<file path="src/rtl/tdd_pkg.sv">
package tdd_pkg;
  localparam int NUM_STROBES = 6;

  typedef enum logic {ST_OFF = 1'b0, ST_ON = 1'b1} tdd_state_t;

  localparam logic [1:0] SEL_BOTH = 2'd0;
  localparam logic [1:0] SEL_RX   = 2'd1;
  localparam logic [1:0] SEL_TX   = 2'd2;
  localparam logic [1:0] SEL_NONE = 2'd3;
endpackage

</file>
<file path="src/rtl/tdd_sync_edge.sv">
module tdd_sync_edge #(
  parameter int STAGES = 2
) (
  input  logic clk,
  input  logic rst_n,
  input  logic pulse_in,
  output logic edge_o
);
  logic [STAGES:0] pipe_q;

  always_ff @(posedge clk or negedge rst_n) begin
    if (!rst_n) pipe_q <= '0;
    else        pipe_q <= {pipe_q[STAGES-1:0], pulse_in};
  end

  assign edge_o = pipe_q[STAGES-1] & ~pipe_q[STAGES];
endmodule

</file>
<file path="src/rtl/tdd_frame_ctr.sv">
module tdd_frame_ctr
  import tdd_pkg::*;
#(
  parameter int CW = 24,
  parameter int BW = 6
) (
  input  logic          clk,
  input  logic          rst_n,
  input  logic          enable,
  input  logic          sync_wait,
  input  logic          sync_edge,
  input  logic [CW-1:0] frame_len,
  input  logic [CW-1:0] cnt_init,
  input  logic [BW-1:0] burst_len,
  output logic [CW-1:0] cnt_o,
  output logic          active_o
);
  tdd_state_t    state_q, state_d;
  logic [CW-1:0] cnt_q, cnt_d;
  logic [BW-1:0] burst_q, burst_d;
  logic          wait_q, wait_d;
  logic          en_q;
  logic          active, end_frame, end_burst;

  assign active    = (state_q == ST_ON) && !wait_q;
  assign end_frame = active && (cnt_q == frame_len);
  assign end_burst = end_frame && (burst_q == BW'(1));

  always_comb begin
    state_d = state_q;
    cnt_d   = cnt_q;
    burst_d = burst_q;
    wait_d  = wait_q;
    if (state_q == ST_OFF || !enable || end_burst) begin
      cnt_d   = cnt_init;
      burst_d = burst_len;
      wait_d  = sync_wait;
      if (state_q == ST_OFF) begin
        if (enable && !en_q) state_d = ST_ON;
      end else begin
        state_d = ST_OFF;
      end
    end else if (sync_edge) begin
      cnt_d  = '0;
      wait_d = 1'b0;
    end else if (wait_q) begin
      cnt_d = '0;
    end else if (end_frame) begin
      cnt_d = '0;
      if (burst_q != '0) burst_d = burst_q - 1'b1;
    end else begin
      cnt_d = cnt_q + 1'b1;
    end
  end

  always_ff @(posedge clk or negedge rst_n) begin
    if (!rst_n) begin
      state_q <= ST_OFF;
      cnt_q   <= '0;
      burst_q <= '0;
      wait_q  <= 1'b0;
      en_q    <= 1'b0;
    end else begin
      state_q <= state_d;
      cnt_q   <= cnt_d;
      burst_q <= burst_d;
      wait_q  <= wait_d;
      en_q    <= enable;
    end
  end

  assign cnt_o    = cnt_q;
  assign active_o = active;

  // a running frame wraps to 0 after its last count
  a_r2_frame_wrap: assert property (@(posedge clk) disable iff (!rst_n)
    (state_q == ST_ON && !wait_q && enable && !sync_edge && cnt_q == frame_len && burst_q != BW'(1))
    |=> (cnt_q == '0));

  // the last frame of a finite burst stops the controller
  a_r3_burst_stop: assert property (@(posedge clk) disable iff (!rst_n)
    (state_q == ST_ON && !wait_q && enable && cnt_q == frame_len && burst_q == BW'(1))
    |=> (state_q == ST_OFF));

  // while waiting for sync the counter stays at frame start
  a_r9_wait_hold: assert property (@(posedge clk) disable iff (!rst_n)
    (state_q == ST_ON && wait_q && enable && !sync_edge) |=> (cnt_q == '0 && state_q == ST_ON));
endmodule

</file>
<file path="src/rtl/tdd_window.sv">
module tdd_window #(
  parameter int CW = 24
) (
  input  logic          clk,
  input  logic          rst_n,
  input  logic          active,
  input  logic [CW-1:0] cnt,
  input  logic [CW-1:0] on_pri,
  input  logic [CW-1:0] off_pri,
  input  logic [CW-1:0] on_sec,
  input  logic [CW-1:0] off_sec,
  input  logic          sec_en,
  output logic          win_o
);
  logic pri_q, pri_d, sec_q, sec_d;

  always_comb begin
    pri_d = pri_q;
    sec_d = sec_q;
    if (!active) begin
      pri_d = 1'b0;
      sec_d = 1'b0;
    end else begin
      if (cnt == on_pri)       pri_d = 1'b1;
      else if (cnt == off_pri) pri_d = 1'b0;
      if (cnt == on_sec)       sec_d = 1'b1;
      else if (cnt == off_sec) sec_d = 1'b0;
    end
  end

  always_ff @(posedge clk or negedge rst_n) begin
    if (!rst_n) begin
      pri_q <= 1'b0;
      sec_q <= 1'b0;
    end else begin
      pri_q <= pri_d;
      sec_q <= sec_d;
    end
  end

  assign win_o = pri_q | (sec_en & sec_q);

  // an on match opens the primary window on the next cycle
  a_r5_on_match: assert property (@(posedge clk) disable iff (!rst_n)
    (active && cnt == on_pri) |=> pri_q);
endmodule

</file>
<file path="src/rtl/tdd_frame_timer.sv">
module tdd_frame_timer
  import tdd_pkg::*;
#(
  parameter int CW = 24,
  parameter int BW = 6,
  parameter int SYNC_STAGES = 2
) (
  input  logic                      clk,
  input  logic                      rst_n,
  input  logic                      enable,
  input  logic [1:0]                en_mode,
  input  logic [1:0]                gate_mode,
  input  logic                      sync_wait,
  input  logic                      sync_in,
  input  logic [CW-1:0]             frame_len,
  input  logic [CW-1:0]             cnt_init,
  input  logic [BW-1:0]             burst_len,
  input  logic [NUM_STROBES-1:0]    sec_en,
  input  logic [NUM_STROBES*CW-1:0] on_pri,
  input  logic [NUM_STROBES*CW-1:0] off_pri,
  input  logic [NUM_STROBES*CW-1:0] on_sec,
  input  logic [NUM_STROBES*CW-1:0] off_sec,
  output logic                      rx_vco_en,
  output logic                      tx_vco_en,
  output logic                      rx_rf_en,
  output logic                      tx_rf_en,
  output logic                      rx_valid,
  output logic                      tx_valid,
  output logic                      sync_out
);
  logic                   sync_edge, active;
  logic [CW-1:0]          cnt;
  logic                   active_q, sync_out_q;
  logic [NUM_STROBES-1:0] win, strobe;
  logic                   path_rx, path_tx, gate_rx, gate_tx;

  tdd_sync_edge #(.STAGES(SYNC_STAGES)) i_sync (
    .clk(clk), .rst_n(rst_n), .pulse_in(sync_in), .edge_o(sync_edge)
  );

  tdd_frame_ctr #(.CW(CW), .BW(BW)) i_ctr (
    .clk(clk), .rst_n(rst_n), .enable(enable), .sync_wait(sync_wait),
    .sync_edge(sync_edge), .frame_len(frame_len), .cnt_init(cnt_init),
    .burst_len(burst_len), .cnt_o(cnt), .active_o(active)
  );

  always_ff @(posedge clk or negedge rst_n) begin
    if (!rst_n) begin
      active_q   <= 1'b0;
      sync_out_q <= 1'b0;
    end else begin
      active_q   <= active;
      sync_out_q <= active && (cnt == '0);
    end
  end

  assign path_rx = (en_mode != SEL_TX);
  assign path_tx = (en_mode != SEL_RX);
  assign gate_rx = (gate_mode == SEL_BOTH) || (gate_mode == SEL_RX);
  assign gate_tx = (gate_mode == SEL_BOTH) || (gate_mode == SEL_TX);

  for (genvar g = 0; g < NUM_STROBES; g++) begin : g_strobe
    localparam bit IS_RX = (g % 2) == 0;
    localparam bit IS_DV = g >= 4;
    logic raw;

    tdd_window #(.CW(CW)) i_win (
      .clk(clk), .rst_n(rst_n), .active(active), .cnt(cnt),
      .on_pri(on_pri[g*CW +: CW]), .off_pri(off_pri[g*CW +: CW]),
      .on_sec(on_sec[g*CW +: CW]), .off_sec(off_sec[g*CW +: CW]),
      .sec_en(sec_en[g]), .win_o(win[g])
    );

    if (IS_DV) begin : g_dv
      assign raw = (IS_RX ? gate_rx : gate_tx) ? win[g] : active_q;
    end else begin : g_ctl
      assign raw = win[g];
    end
    assign strobe[g] = raw & (IS_RX ? path_rx : path_tx);
  end

  assign rx_vco_en = strobe[0];
  assign tx_vco_en = strobe[1];
  assign rx_rf_en  = strobe[2];
  assign tx_rf_en  = strobe[3];
  assign rx_valid  = strobe[4];
  assign tx_valid  = strobe[5];
  assign sync_out  = sync_out_q;

  // two edges with enable low leave every output low on the next cycle
  a_r4_disable_quiet: assert property (@(posedge clk) disable iff (!rst_n)
    (!enable && $past(!enable)) |=> (strobe == '0 && !sync_out));
endmodule

</file>
<file path="config.mk">
export PLATFORM = sky130hd
export DESIGN_NAME = tdd_frame_timer
export DESIGN_NICKNAME = d
export VERILOG_FILES = /design/src/rtl/tdd_pkg.sv /design/src/rtl/tdd_sync_edge.sv /design/src/rtl/tdd_frame_ctr.sv /design/src/rtl/tdd_window.sv /design/src/rtl/tdd_frame_timer.sv
export SDC_FILE = /design/constraint.sdc
export NUM_CORES = 1
export LEC_CHECK = 0
export BUFFER_PORTS_ARGS = -buffer_cell sky130_fd_sc_hd__buf_4
export CAP_MARGIN = 25
export CORE_AREA = 5 5 254 256
export DETAILED_ROUTE_END_ITERATION = 6
export DIE_AREA = 0 0 259 261
export SLEW_MARGIN = 10
export SYNTH_ARGS = -nofsm -noshare
export SYNTH_HDL_FRONTEND = slang
export SYNTH_SLANG_ARGS = --single-unit
</file>
<file path="constraint.sdc">
create_clock -name clk -period 2.3 [get_ports clk]
set_input_delay 0.46 -clock clk [delete_from_list [all_inputs] [get_ports clk]]
set_output_delay 0.46 -clock clk [all_outputs]
set_load 0.005 [all_outputs]
</file>
==> impl_results.md, run 1 <==
* Status: finished, final reports clean
* Mapped cell area at around 9300 µm²
* Core footprint at between 60000 and 70000 µm²
* Grt total ovfl at 0
* Io pins at 652
* Remaining antenna violation count after routing at 0
* DRC viols at 0
* CP endpoint kind: register
* Die W at 259 µm
* # Max-Cap Violations at 0
* Combinational Power Share at between 60% and 70%
* Pint at ~3.4 mW
* Rows at 92
* Switching part of the total power at 42.62%
* Min Hold Slack at 205.3 ps
* RSZ-0062 raised after global routing: yes
* Cells after Synth at roughly 1.1k
* Critical Path RT at roughly 2500 ps
* Worst Tran Pin Value at around 740 ps
* Worst skew pair latency at 320 ps
* I/O Buffers at ~650
* First-pass GRT wire length at just over 90 mm
* Initial antenna violation count at 9
* TritonCTS Buffers at 5
* Worst r2r src: i_ctr.cnt_o[2]
* Worst R2R Path Depth at 8
* Slew headroom at between 50 and 60%
* Final Hold Fails at 0
* Final Power at ~6.0 mW
* Post-DR vias/cell at between 4 and 5
* DP HPWL at 60.05 mm
* First drt pass iteration count at 5
* Initial DRC count at about 880
* LEAKAGE at just over 7 nW
* Worst path slowest cell: dfrtp_2
* Gr usage total at about a fifth
* Mean Syn Cell Area at approximately 8.2 µm²
* CTS tree: done
* CTS H-tree depth at 2
* Post-Layout Cell Count at about 2.7k
* Net switching power figure at around 2.5 mW
* CP Launch Type: register
* Synth cell types at 35
* Syn_nets at around 1.8k
* Seq cells post-synth at 50
* Final-layout fill cell count at between 6k and 7k
* Seq/Total Area, Yosys at 13.51%
* Ys Warns at 0
* Final Skew at 17.30 ps
* CP arrival at about 2500 ps
* Peak VDD IR at 0.3164 mV
* Share of layout cells above drive strength 1 at 46.81%
* Longest Clk Path Bufs at 2
* Die area at between 60000 and 70000 µm²
* Final setup violation count at 0
* Placed instance count at around 2.7k
* Critical Path Fanout Max at 11
* WL final at about 73 mm
* Area Overhead vs Synth at 81.83%
* Layout Nets at roughly 2.5k
* DR vias at around 12k
* Cts hold-fix bufs at 0
* Global placement routability congestion at slightly above 0.9
* Hold Path Class: in -> async
* CP max stage delay at around 470 ps
* CTS sink count at 50
* Number of global-route vias before repair at ~12k
* Clock slew at reported path FFs at 90 ps
* Tcrit/Tclk final at a little over nine tenths
* Final slew viol count at 0
* Root Driver: clkbuf_16
* Largest net degree at the start of global routing at 51
* Clock Power Share at 15.9%
* CP Cell Sequence: buf_12, xor2_1, nor4_2, buf_4, nand4_1, buf_6, o31ai_4, a21oi_1
* Power Density at 353.8 nW/µm²
* Reg2Reg Setup Slack at 40 ps
* Routed length per instance at 26.94 µm
* Reg-to-Reg End: g_strobe[0].i_win.sec_q
* FMAX at between 0.4 and 0.5 GHz
* Die Ht at around 260 µm
* Initial Util at roughly 15%
* Seq pwr share at a little under a fifth
* Post-layout min period at roughly 2300 ps
* Critical path class: reg -> reg
-- worst max path at each step --
stage                    start                      end  slack, ps  cells past startpoint
6_report        i_ctr.cnt_o[2]  g_strobe[0].i_win.sec_q         40                      8
5_1_grt         i_ctr.cnt_o[2]  g_strobe[0].i_win.sec_q        -50                      8
4_1_cts         i_ctr.cnt_o[2]  g_strobe[0].i_win.sec_q        -20                      8
3_5_place_dp   i_ctr.cnt_o[15]  g_strobe[0].i_win.sec_q       -510                      8
3_3_place_gp   i_ctr.cnt_o[15]  g_strobe[0].i_win.sec_q       -510                      8
2_1_floorplan   i_ctr.cnt_o[1]         i_ctr.burst_q[1]        190                      7
-- through the flow --
| step | worst slack, ps | area [µm²] | setup TNS (ps) | util [%] |
|---|---|---|---|---|
| after floorplan | 191.1 | 9263 | 0 | - |
| after global placement | -508.6 | 16150 | -2486 | 25.93 |
| after detailed placement | -512.0 | 16150 | -2975 | 25.93 |
| after CTS | -24.77 | 16590 | -24.77 | 26.64 |
| after global routing | -52.18 | 16840 | -253.3 | 27.05 |
| final | 40.52 | 16840 | 0 | 27.05 |
-- area by class of cell --
cell class / count / area [µm²] / area share (%)
multi-input combinational: 991 / 7904 / 46.93
timing repair buffer: 790 / 6370 / 37.82
sequential: 50 / 1296 / 7.696
tap: 846 / 1059 / 6.285
clock buffer: 5 / 125.1 / 0.7429
clock inverter: 3 / 47.55 / 0.2823
inverter: 9 / 33.78 / 0.2006
antenna: 3 / 7.507 / 0.04457
-- registers in the layout (all words and copies together), names as in the netlist --
register,flops
sync_out,1
i_ctr.cnt_o,24
i_ctr.en_q,1
active_q,1
g_strobe.i_win.pri_q,6
i_ctr.burst_q,6
i_sync.pipe_q,3
g_strobe.i_win.sec_q,6
i_ctr.state_q,1
i_ctr.wait_q,1
-- worst max-delay path, delay by kind of cell, from the launching register on --
| family | cells | cell delay [ps] |
|---|---|---|
| AOI/OAI and AO/OA | 2 | 340 |
| buffers and inverters | 3 | 610 |
| DFF | 1 | 470 |
| xor gates and xnor gates | 1 | 180 |
| and+or+nand+nor | 2 | 540 |
-- placed cells by master, fill, tap and decap left out, types with 9 or more instances in the layout --
master / count
inv_1: 9
xnor2_1: 297
buf_6: 9
nand4_1: 91
o21ai_0: 27
dfrtp_2: 18
nor4_2: 24
buf_12: 31
xor2_1: 326
nor4_1: 69
nand3_1: 24
nand2_1: 41
buf_4: 749
nor2_1: 17
dfrtp_1: 26
a21oi_1: 23
-- power by group through the flow --
stage | Sequential (mW) | Clock [mW] | Combinational (mW)
2_1_floorplan | 0.983 | 0 | 1.75
3_3_place_gp | 1.12 | 0 | 3.75
3_5_place_dp | 1.12 | 0 | 3.74
4_1_cts | 1.09 | 0.998 | 3.86
5_1_grt | 1.10 | 1.01 | 4.13
6_report | 1.09 | 0.949 | 3.92
-- Yosys cell counts --
library cell	number	area share, %
a31o_2	1	0.095
and2_1	1	0.068
o2111ai_1	1	0.095
buf_2	34	1.8
nand2_1	41	1.7
mux2_2	1	0.12
buf_4	3	0.24
buf_6	3	0.36
nor4_1	95	6.4
a2bb2oi_1	1	0.095
a211oi_1	1	0.081
a21bo_2	1	0.11
and4_1	1	0.095
and3_1	6	0.41
buf_1	30	1.2
o21ai_0	27	1.5
clkbuf_1	9	0.36
nor2b_1	4	0.27
nor4b_1	1	0.095
o311ai_2	1	0.18
xor2_1	327	31
o31ai_1	12	0.97
dfrtp_1	50	14
inv_1	9	0.36
xnor2_1	298	28
nand4_1	91	6.1
clkbuf_2	1	0.054
ha_1	5	0.68
nor3_1	5	0.27
a21oi_1	23	1.2
o21ai_1	2	0.11
nand3_1	24	1.3
nand2b_1	2	0.14
nor2_1	18	0.73
nor4_2	1	0.14
-- metal layers --
layer  track usage, %  part of all wire (%)
met5                0                 0.080
met4            8.455                   4.4
met2            33.57                    48
met3            4.242                   7.9
met1            23.88                    40
-- logic make-up after synthesis --
group,share of synthesized area [%]
multiplexers,0.1216
AND/OR/NAND/NOR,17.72
AO/OA/AOI/OAI,4.431
flip-flops,13.51
adder cells (fa/ha/maj),0.6754
XOR/XNOR,59.10
buffers and inverters,4.444
-- repair_timing --
| item | CTS | global route |
|---|---|---|
| setup endpoints to repair | 17 | 36 |
| pin swaps | 5 | 24 |
| buffers inserted | 8 | 5 |
| gates cloned | 0 | 1 |
| resized for setup | 34 | 30 |
(Power assumes the default switching activity.)
==> run 2, diff against run 1 <==
--- a/config.mk
+++ b/config.mk
@@ -10,6 +10,7 @@
 export CORE_AREA = 5 5 254 256
 export DETAILED_ROUTE_END_ITERATION = 6
 export DIE_AREA = 0 0 259 261
+export PLACE_DENSITY = 0.45
 export SLEW_MARGIN = 10
 export SYNTH_ARGS = -nofsm -noshare
 export SYNTH_HDL_FRONTEND = slang
==> run 2 against run 1 <==
The flow now finishes with violations (negative setup slack). Clock skew is 6.0 ps lower. Maximum frequency decreased by 2.4%. Worst hold slack worse by 14 ps. Combinational power is 5.4% higher. Via count fell by 0.27%. Setup slack worse by 56 ps.
==> impl_results.md, run 2 (same netlist as run 1, synthesis figures left out) <==
* Final WS setup at -15.21 ps (was 40.52 ps)
* RSZ-0062 raised after global routing: yes (unchanged)
* Status: finished with violations (was finished, final reports clean)
* # Max-Cap Violations at 0 (unchanged)
* Metal2 WL at 37.52 mm (was 34.64 mm)
* DR vias at 11.62k (was 11.65k)
* Cts hold-fix bufs at 0 (unchanged)
* Slew headroom at 50.19% (was 50.47%)
* Gr usage total at 20.61% (was 19.64%)
* Post-Layout Cell Count at 2739 (was 2697)
* WL final at 76.22 mm (was 72.65 mm)
* Hold Path Class: in -> async (unchanged)
* Post-DR vias/cell at 4.241 (was 4.319)
* Min Hold Slack at 191.7 ps (was 205.3 ps)
* Share of layout cells above drive strength 1 at 49.68% (was 46.81%)
* CP endpoint kind: register (unchanged)
* Final Power at 6.135 mW (was 5.959 mW)
* Area Overhead vs Synth at 88.65% (was 81.83%)
* Most frequent cells in the layout: 774 x buf_4, 323 x xor2_1, 293 x xnor2_1, 91 x nand4_1, 64 x nor4_1 (was 749 x buf_4, 326 x xor2_1, 297 x xnor2_1, 91 x nand4_1, 69 x nor4_1)
* DR WL met3 at 4.770 mm (was 5.727 mm)
* Final setup violation count at 2 (was 0)
* Placed instance count at 2680 (was 2672)
* CP Cell Sequence: buf_12, xor2_1, nor4_1, nand4_1, buf_4, o31ai_2, a21oi_1 (was buf_12, xor2_1, nor4_2, buf_4, nand4_1, buf_6, o31ai_4, a21oi_1)
* Largest net degree at the start of global routing at 51 (unchanged)
* TritonCTS Buffers at 5 (unchanged)
* FMAX at 0.4319 GHz (was 0.4426 GHz)
* Io pins at 652 (unchanged)
* Initial antenna violation count at 3 (was 9)
* CTS tree: done (unchanged)
* Failing checks: negative setup slack
* Highest routed layer: met5 (unchanged)
* Die Ht at 261 µm (unchanged)
* CP Launch Type: register (unchanged)
* Longest Clk Path Bufs at 2 (unchanged)
* Remaining antenna violation count after routing at 0 (unchanged)
* Initial Util at 14.87% (unchanged)
* Die W at 259 µm (unchanged)
* Tcrit/Tclk final at 100.7% (was 98.24%)
* Clock slew at reported path FFs at 80 ps (was 90 ps)
* Commonest non-fill, non-tap cell in the layout: buf_4 (unchanged)
* Root Driver: clkbuf_16 (unchanged)
* Multi-input gate area at 8128 µm² (was 7904 µm²)
* Setup Total Neg Slack at -25.35 ps (was 0 ps)
* Rows at 92 (unchanged)
* Routed length per instance at 27.83 µm (was 26.94 µm)
* Layout Nets at 2541 (was 2497)
* CP max stage delay at 450 ps (was 470 ps)
* Final core utilization at 28.06% (was 27.05%)
* Area post-placement at 16090 µm² (was 16150 µm²)
* Critical Path RT at 2500 ps (about the same)
* Worst path slowest cell: dfrtp_2 (unchanged)
* LEAKAGE at 7.565 nW (was 7.214 nW)
* CTS H-tree depth at 2 (unchanged)
* Final Hold Fails at 0 (unchanged)
* Grt total ovfl at 0 (unchanged)
* Core footprint at 62270 µm² (unchanged)
* CP arrival at 2510 ps (was 2460 ps)
* Max reg flops at 24 (unchanged)
* Worst skew pair latency at 320 ps (about the same)
* DRC viols at 0 (unchanged)
* Reg area at 1296 µm² (unchanged)
* Die area at 67600 µm² (unchanged)
* Post-route cell area at 17470 µm² (was 16840 µm²)
* Final Skew at 11.28 ps (was 17.30 ps)
* Post-Place Worst Slack at -741.7 ps (was -512.0 ps)
* Peak VDD IR at 0.2938 mV (was 0.3164 mV)
* First-pass GRT wire length at 98.10 mm (was 92.24 mm)
* Final-layout fill cell count at 6783 (was 6805)
* Post-layout min period at 2315 ps (was 2259 ps)
* Met1 WL at 31.85 mm (was 29.05 mm)
* First drt pass iteration count at 5 (unchanged)
* DP HPWL at 62.98 mm (was 60.05 mm)
* Worst Tran Pin Value at 747.1 ps (was 743.0 ps)
* Number of global-route vias before repair at 12.36k (was 12.19k)
* CTS sink count at 50 (unchanged)
* Critical Path Fanout Max at 24 (was 11)
* Power Density at 351.1 nW/µm² (was 353.8 nW/µm²)
* Global placement routability congestion at 0.9698 (was 0.9272)
* I/O Buffers at 651 (unchanged)
* Initial DRC count at 747 (was 883)
* Critical path class: reg -> reg (unchanged)
* Final slew viol count at 0 (unchanged)
## run 2: cell types whose count changed in the layout (fill, tap and decap cells not counted), sizes merged
cell	previous run	this run
clkbuf	6	8
diode	3	1
buf	789	831
## run 2: worst paths after layout
path | from | endpoint | slack [ps] | cells past startpoint
worst max register to register | i_ctr.cnt_o[10] | g_strobe[1].i_win.pri_q | -20 | 7
worst min-delay path | rst_n | i_sync.pipe_q[0] | 190 | 1
min in group clk | sync_in | i_sync.pipe_q[0] | 250 | 1
worst min register to register | i_sync.pipe_q[0] | i_sync.pipe_q[1] | 350 | 0
max in group asynchronous | rst_n | i_ctr.cnt_o[19] | 1530 | 1
worst max-delay path | i_ctr.cnt_o[10] | g_strobe[1].i_win.pri_q | -20 | 7
## run 2: area by class of cell
type | count | area share, %
repair buffers | 834 | 38.82
clock inverters | 3 | 0.2721
well taps | 846 | 6.058
flip-flops and latches | 50 | 7.418
clock buffers | 5 | 0.7160
inverters | 9 | 0.1933
multi-input cells | 991 | 46.51
diodes | 1 | 0.01432
## run 2: report_power, final
group	switching, mW	total, mW	internal, mW	leakage [nW]
Sequential	0.115	1.06	0.948	0.598
Clock	0.418	0.940	0.522	0.0844
Combinational	2.08	4.13	2.06	6.88
Total	2.61	6.13	3.53	7.56
## run 2: repair_timing
item / CTS / global route
resized for setup: 66 / 79
endpoints found under the setup margin: 16 / 44
pin swaps: 22 / 43
setup buffers: 29 / 21
gates cloned: 0 / 3
## run 2: worst max-delay path: cells and delay by family, from the launching register on
| family | cells | cell delay [ps] |
|---|---|---|
| AND/OR/NAND/NOR | 2 | 700 |
| buffers and inverters | 2 | 480 |
| flip-flops | 1 | 450 |
| AO/OA/AOI/OAI | 2 | 260 |
| XOR/XNOR | 1 | 220 |
## run 2: per-layer routing
layer | GRT usage [%] | up-vias
met1 | 26.54 | 5664
met5 | 0 | -
met4 | 5.474 | 2
met2 | 35.85 | 535
li1 | - | 5343
met3 | 3.423 | 71
